`src/rtl/tick_timer_pkg.sv`:
```
package tick_timer_pkg;

  localparam int SEL_W   = 3;
  localparam int BYTE_W  = 8;
  localparam int ADDR_W  = 3;
  localparam int BIT_OVF = 7;
  localparam int SEL_LSB = 4;
  localparam int RSV_LSB = 2;
  localparam int BIT_CEN = 1;
  localparam int BIT_UEN = 0;

  typedef enum logic [ADDR_W-1:0] {
    A_CTRL  = 3'd0,
    A_MODE  = 3'd1,
    A_CMPLO = 3'd2,
    A_CMPHI = 3'd3,
    A_CNTLO = 3'd4,
    A_CNTHI = 3'd5
  } regAddr_t;

  // strobes from control to datapath
  typedef struct packed {
    logic             unitOn;
    logic             unitClr;
    logic             countOn;
    logic [SEL_W-1:0] clkSel;
    logic             clrOnMatch;
  } timerCtl_t;

endpackage

```
`src/rtl/tick_timer_ctrl.sv`:
```
module tick_timer_ctrl
  import tick_timer_pkg::*;
#(
  parameter int CNT_W = 16
) (
  input  logic                clk,
  input  logic                rstN,
  input  logic                wrEn,
  input  logic                wrBit,
  input  logic [ADDR_W-1:0]   addr,
  input  logic [SEL_W-1:0]    bitSel,
  input  logic [BYTE_W-1:0]   wrData,
  input  logic [CNT_W-1:0]    cntVal,
  input  logic                ovfEvt,
  output logic [BYTE_W-1:0]   rdData,
  output timerCtl_t           ctl,
  output logic [CNT_W-1:0]    cmpVal,
  output logic [BYTE_W-1:0]   ctrlByte
);

  localparam int HI_W = CNT_W - BYTE_W;
  localparam logic [BYTE_W-1:0] KEEP_MASK = ~(BYTE_W'(3) << RSV_LSB);

  logic [BYTE_W-1:0] wrMask;
  logic [BYTE_W-1:0] ctrlQ, ctrlD, ctrlMerged;
  logic [1:0]        modeQ, modeNext;
  logic [CNT_W-1:0]  cmpQ;
  logic [BYTE_W-1:0] cmpLoNext;
  logic [HI_W-1:0]   cmpHiNext;
  logic              ctrlHit, modeHit, loHit, hiHit;

  always_comb begin
    if (!wrEn)      wrMask = '0;
    else if (wrBit) wrMask = BYTE_W'(1) << bitSel;
    else            wrMask = '1;
  end

  assign ctrlHit = wrEn && (addr == A_CTRL);
  assign modeHit = wrEn && (addr == A_MODE);
  assign loHit   = wrEn && (addr == A_CMPLO);
  assign hiHit   = wrEn && (addr == A_CMPHI);

  assign ctrlMerged = (ctrlQ & ~wrMask) | (wrData & wrMask);
  assign modeNext   = (modeQ & ~wrMask[1:0]) | (wrData[1:0] & wrMask[1:0]);
  assign cmpLoNext  = (cmpQ[BYTE_W-1:0] & ~wrMask) | (wrData & wrMask);
  assign cmpHiNext  = (cmpQ[CNT_W-1:BYTE_W] & ~wrMask[HI_W-1:0])
                    | (wrData[HI_W-1:0] & wrMask[HI_W-1:0]);

  // control register next state: unit enable gates everything else
  always_comb begin
    ctrlD = ctrlQ;
    if (!ctrlQ[BIT_UEN]) begin
      ctrlD = '0;
      if (ctrlHit) ctrlD[BIT_UEN] = ctrlMerged[BIT_UEN];
    end else if (ctrlHit && !ctrlMerged[BIT_UEN]) begin
      ctrlD = '0;
    end else begin
      if (ctrlHit) ctrlD = ctrlMerged & KEEP_MASK;
      // a write covering the flag wins over a same-edge overflow
      if (!(ctrlHit && wrMask[BIT_OVF])) ctrlD[BIT_OVF] = ctrlQ[BIT_OVF] | ovfEvt;
    end
  end

  always_ff @(posedge clk or negedge rstN) begin
    if (!rstN) begin
      ctrlQ <= '0;
      modeQ <= '0;
      cmpQ  <= '0;
    end else begin
      ctrlQ <= ctrlD;
      if (modeHit) modeQ <= modeNext;
      if (loHit)   cmpQ[BYTE_W-1:0] <= cmpLoNext;
      if (hiHit)   cmpQ[CNT_W-1:BYTE_W] <= cmpHiNext;
    end
  end

  assign ctl.unitOn     = ctrlQ[BIT_UEN];
  assign ctl.unitClr    = ctrlQ[BIT_UEN] && ctrlHit && !ctrlMerged[BIT_UEN];
  assign ctl.countOn    = ctrlQ[BIT_UEN] && ctrlQ[BIT_CEN];
  assign ctl.clkSel     = ctrlQ[SEL_LSB +: SEL_W];
  assign ctl.clrOnMatch = modeQ[0] && modeQ[1];

  assign cmpVal   = cmpQ;
  assign ctrlByte = ctrlQ;

  always_comb begin
    case (addr)
      A_CTRL:  rdData = ctrlQ;
      A_MODE:  rdData = {{(BYTE_W-2){1'b0}}, modeQ};
      A_CMPLO: rdData = cmpQ[BYTE_W-1:0];
      A_CMPHI: rdData = BYTE_W'(cmpQ[CNT_W-1:BYTE_W]);
      A_CNTLO: rdData = cntVal[BYTE_W-1:0];
      A_CNTHI: rdData = BYTE_W'(cntVal[CNT_W-1:BYTE_W]);
      default: rdData = '0;
    endcase
  end

endmodule

```
`src/rtl/tick_timer_dp.sv`:
```
module tick_timer_dp
  import tick_timer_pkg::*;
#(
  parameter int CNT_W = 16
) (
  input  logic             clk,
  input  logic             rstN,
  input  timerCtl_t        ctl,
  input  logic [CNT_W-1:0] cmpVal,
  output logic [CNT_W-1:0] cntVal,
  output logic             ovfEvt,
  output logic             ovfIrq
);

  localparam int NUM_DIV = 1 << SEL_W;
  localparam int PRE_W   = NUM_DIV - 1;
  localparam logic [PRE_W-1:0] PRE_ONE = 1;
  localparam logic [CNT_W-1:0] CNT_ONE = 1;

  logic [PRE_W-1:0]   pre;
  logic [NUM_DIV-1:0] taps;
  logic               tick, step, atMax, match, unitRst;

  assign unitRst = !ctl.unitOn || ctl.unitClr;

  // one tap per divide ratio: tap g fires when the low g prescaler bits are all ones
  for (genvar g = 0; g < NUM_DIV; g++) begin : g_tap
    if (g == 0) begin : g_full
      assign taps[g] = 1'b1;
    end else begin : g_div
      assign taps[g] = &pre[g-1:0];
    end
  end

  assign tick  = taps[ctl.clkSel];
  assign step  = tick && ctl.countOn;
  assign atMax = &cntVal;
  assign match = ctl.clrOnMatch && (cntVal == cmpVal);
  assign ovfEvt = step && atMax && !match;

  always_ff @(posedge clk or negedge rstN) begin
    if (!rstN) begin
      pre    <= '0;
      cntVal <= '0;
      ovfIrq <= 1'b0;
    end else begin
      if (!ctl.countOn || ctl.unitClr) pre <= '0;
      else                             pre <= pre + PRE_ONE;

      if (unitRst)    cntVal <= '0;
      else if (step)  cntVal <= match ? '0 : cntVal + CNT_ONE;

      ovfIrq <= ovfEvt && !ctl.unitClr;
    end
  end

endmodule

```
`src/rtl/tick_timer.sv`:
```
module tick_timer
  import tick_timer_pkg::*;
#(
  parameter int CNT_W = 16
) (
  input  logic        clk,
  input  logic        rstN,
  input  logic        wrEn,
  input  logic        wrBit,
  input  logic [2:0]  addr,
  input  logic [2:0]  bitSel,
  input  logic [7:0]  wrData,
  output logic [7:0]  rdData,
  output logic        ovfIrq
);

  timerCtl_t        ctl;
  logic [CNT_W-1:0] cntVal;
  logic [CNT_W-1:0] cmpVal;
  logic [7:0]       ctrlByte;
  logic             ovfEvt;

  tick_timer_ctrl #(.CNT_W(CNT_W)) u_ctrl (
    .clk      (clk),
    .rstN     (rstN),
    .wrEn     (wrEn),
    .wrBit    (wrBit),
    .addr     (addr),
    .bitSel   (bitSel),
    .wrData   (wrData),
    .cntVal   (cntVal),
    .ovfEvt   (ovfEvt),
    .rdData   (rdData),
    .ctl      (ctl),
    .cmpVal   (cmpVal),
    .ctrlByte (ctrlByte)
  );

  tick_timer_dp #(.CNT_W(CNT_W)) u_dp (
    .clk    (clk),
    .rstN   (rstN),
    .ctl    (ctl),
    .cmpVal (cmpVal),
    .cntVal (cntVal),
    .ovfEvt (ovfEvt),
    .ovfIrq (ovfIrq)
  );

endmodule

```
`config.mk`:
```
export PLATFORM = sky130hd
export DESIGN_NAME = tick_timer
export DESIGN_NICKNAME = d
export VERILOG_FILES = /design/src/rtl/tick_timer_pkg.sv /design/src/rtl/tick_timer_ctrl.sv /design/src/rtl/tick_timer_dp.sv /design/src/rtl/tick_timer.sv
export SDC_FILE = /design/constraint.sdc
export NUM_CORES = 1
export LEC_CHECK = 0
export CAP_MARGIN = 20
export CORE_MARGIN = 10
export CORE_UTILIZATION = 41
export DETAILED_ROUTE_END_ITERATION = 8
export DONT_BUFFER_PORTS = 1
export SETUP_SLACK_MARGIN = 0.4
export SLEW_MARGIN = 15
export SYNTH_ARGS = -nofsm -noshare
export SYNTH_HDL_FRONTEND = slang
export SYNTH_SLANG_ARGS = --single-unit
```
`constraint.sdc`:
```
create_clock -name clk -period 1.95 [get_ports clk]
set_input_delay 0.0975 -clock clk [delete_from_list [all_inputs] [get_ports clk]]
set_output_delay 0.0975 -clock clk [all_outputs]
set_load 0.1 [all_outputs]
```
==> metrics.txt <==
status complete, but fails checks; failing checks setup timing; die height 106 um; max_slew headroom 58.0%; Root Buffer clkbuf_8; CP Cell Sequence ha_4 > nand3_4 > inv_4 > ha_4 > nand3b_1 > o311ai_4 > o21a_2 > nor2_4 > buf_12 > o2bb2a_4 > o31ai_4; Final Hold Viols 0; Rows 31; num ports 27; Hold Path Class input pin to register; synthesized instance count approximately 320; number of enable flip-flop cells after synthesis 0; Final Max Tran Viols 0; routed vias/inst 5.72; register area share after synthesis 39.4%; Mean Syn Cell Area 9.41 um^2; share of layout cells above drive strength 1 40.6%; port bufs 0; hpwl dp 6460 um; clk_lat worst skew 0.31 ns; Clock Path Buffers 2; initial antenna violation count 0; Worst Slack Setup Final -0.0540 ns; largest net degree at the start of global routing 49; P_leak 1.68 nW; Clk pin slew, worst setup/hold paths 0.10 ns; die area 11300 um^2; post-route ant nets 0; vias in the first global route 2852; Inserted Clock Buffers 5; post-synth cell types 49; Slew @ Worst Pin a little over 0.6 ns; Critical Path Sink Type register; Core Area 7250 um^2; DR vias 2723; WHS 0.0139 ns; ANT cells 0; Fill cells 620; maxcap violations 0; Mapped Area 3050 um^2; CTS tree built; Clock Skews 0.0102 ns; DRC Markers 0; Max IR drop VDD approximately 440 uV; Syn Nets approximately 350; synthesis-stage register bit count 48; Slowest-stage cell, CP dfrtp_1; Warnings, synthesis 0; fin crit share 103%; Avg WL per Cell 18.8 um; final setup vio count 11; global route overflow 0; Critical Path AT 2.22 ns; Starting Density 42.1%; WL final approximately 9000 um; initial DRC count 101; CP required 2.17 ns; minimum clock period roughly 2 ns; Die Span X 106 um; ys flop type dfrtp_1; critical path class register to register; GRT Total Usage 15.8%; Initial DRT Pass Iterations 4; post-synthesis async set-or-reset flop share 100%; synth-to-layout area growth 39.7%; placed cells about 450; Layout Nets between 300 and 400; Placer Congestion ~0.83; Max Fanout on Critical Path 5; crit-path max cell delay between 0.4 and 0.5 ns; Post-Layout Cell Count 476; first-pass GRT wire length 14600 um; Startpoint Class register; PD cells 676 nW/um^2; maximum clock rate ~500 MHz; Sink Count 48; Top cell by count, worst path ha_4; CTS H-tree depth 2; RSZ-0062 raised after global routing true; Power Total a little under 3 mW
state kept, by name, indices dropped and copies added, names as in the netlist:
signal / flops
u_ctrl.ctrlByte: 6
u_dp.cntVal: 16
u_dp.pre: 7
u_ctrl.cmpVal: 16
u_dp.ovfIrq: 1
u_ctrl.modeQ: 2
cell families after synthesis:
kind of cell,synth area share (%)
flops,39.4
xor+xnor,6.03
compound gates,18.4
simple gates,19.7
mux,11.4
buf+inv,3.53
fa+ha+maj,1.64
area by class of cell:
class,instances,area [um^2],share of cell area [%]
flip-flops and latches,48,1210,28.4
multi-input cells,256,2180,51.2
inverters,6,25.0,0.587
repair buffers,59,611,14.3
clock buffers,5,68.8,1.61
clock inverters,3,42.5,0.998
well taps,99,124,2.91
per-stage QoR:
stage / area [um^2] / util (%) / TNS [ns] / setup WS, ns
final: 4260 / 58.8 / -0.349 / -0.0540
after global routing: 4260 / 58.8 / -1.21 / -0.125
after CTS: 4070 / 56.1 / -0.256 / -0.0794
after detailed placement: 3540 / 48.8 / -0.652 / -0.0960
after global placement: 3540 / 48.8 / 0 / 0.0203
after floorplan: 3200 / - / 0 / 0.0678
path summary, 6_finish.rpt:
| path | cells past startpoint | end | start | slack (ns) |
|---|---|---|---|---|
| max | 11 | u_dp.cntVal[4] | u_dp.pre[1] | -0.05 |
| min | 2 | u_ctrl.cmpVal[6] | addr[1] | 0.01 |
| max reg2reg | 11 | u_dp.cntVal[4] | u_dp.pre[1] | -0.05 |
| min reg2reg | 1 | u_ctrl.cmpVal[7] | u_ctrl.cmpVal[7] | 0.56 |
| max in group asynchronous | 2 | u_ctrl.ctrlByte[4] | rstN | 1.41 |
| min in group asynchronous | 2 | u_dp.cntVal[6] | rstN | 0.30 |
per-layer routing:
metal  share of wire (%)  global-route usage [%]  up-vias
li1                    -                       -     1294
met1                  45                    20.4     1350
met2                  49                    26.2       68
met3                 4.6                    3.32       11
met4                 1.6                    4.35        0
met5                   0                       0        -
layout by cell type (no fill, tap or decap), drive strengths merged, types with 2 or more instances in the layout:
cell / count
nand4: 2
a21oi: 6
o22ai: 6
nand2: 28
a31oi: 9
buf: 50
dlygate4sd3: 9
nor2b: 7
or4b: 2
a22oi: 5
o31ai: 10
clkbuf: 5
xor2: 18
nor2: 38
inv: 6
nand2b: 6
o21ai: 18
mux2: 21
nor4: 3
or2: 2
o2bb2a: 7
mux2i: 11
ha: 4
dfrtp: 48
o2bb2ai: 5
o31a: 3
xnor2: 3
nor3: 6
or3: 2
and3: 6
nand3: 14
nand3b: 3
nor4b: 3
synthesized netlist by cell type (all sizes together), types with 9 or more instances:
cell,n,area (um^2)
dfrtp,48,1200
nor2,38,145
nand2,28,105
mux2,21,236
o21ai,18,105
xor2,18,158
nand3,14,70.1
mux2i,11,110
buf,10,66.3
o31ai,10,88.8
a31oi,9,56.3
power breakdown:
part | internal [mW] | switching [mW] | total [mW]
combinational | 0.434 | 0.505 | 0.939
sequential | 1.10 | 0.112 | 1.21
clock | 0.380 | 0.357 | 0.737
total | 1.91 | 0.973 | 2.88
critical path, delay by kind of cell, from the launching register on:
kind	cells	cell delay, ns
AOI/OAI and AO/OA	4	0.62
DFF	1	0.42
adders and majority gates	2	0.34
and+or+nand+nor	3	0.34
buffers and inverters	2	0.18
what timing repair did:
item / in CTS / in global routing
endpoints found under the hold margin: 70 / 0
setup buffers: 5 / 4
pin swaps: 13 / 12
hold buffers: 10 / 0
gates resized for setup: 59 / 33
gates cloned: 1 / 0
setup endpoints to repair: 25 / 26
Note: power is estimated with default switching activity, not from simulation.
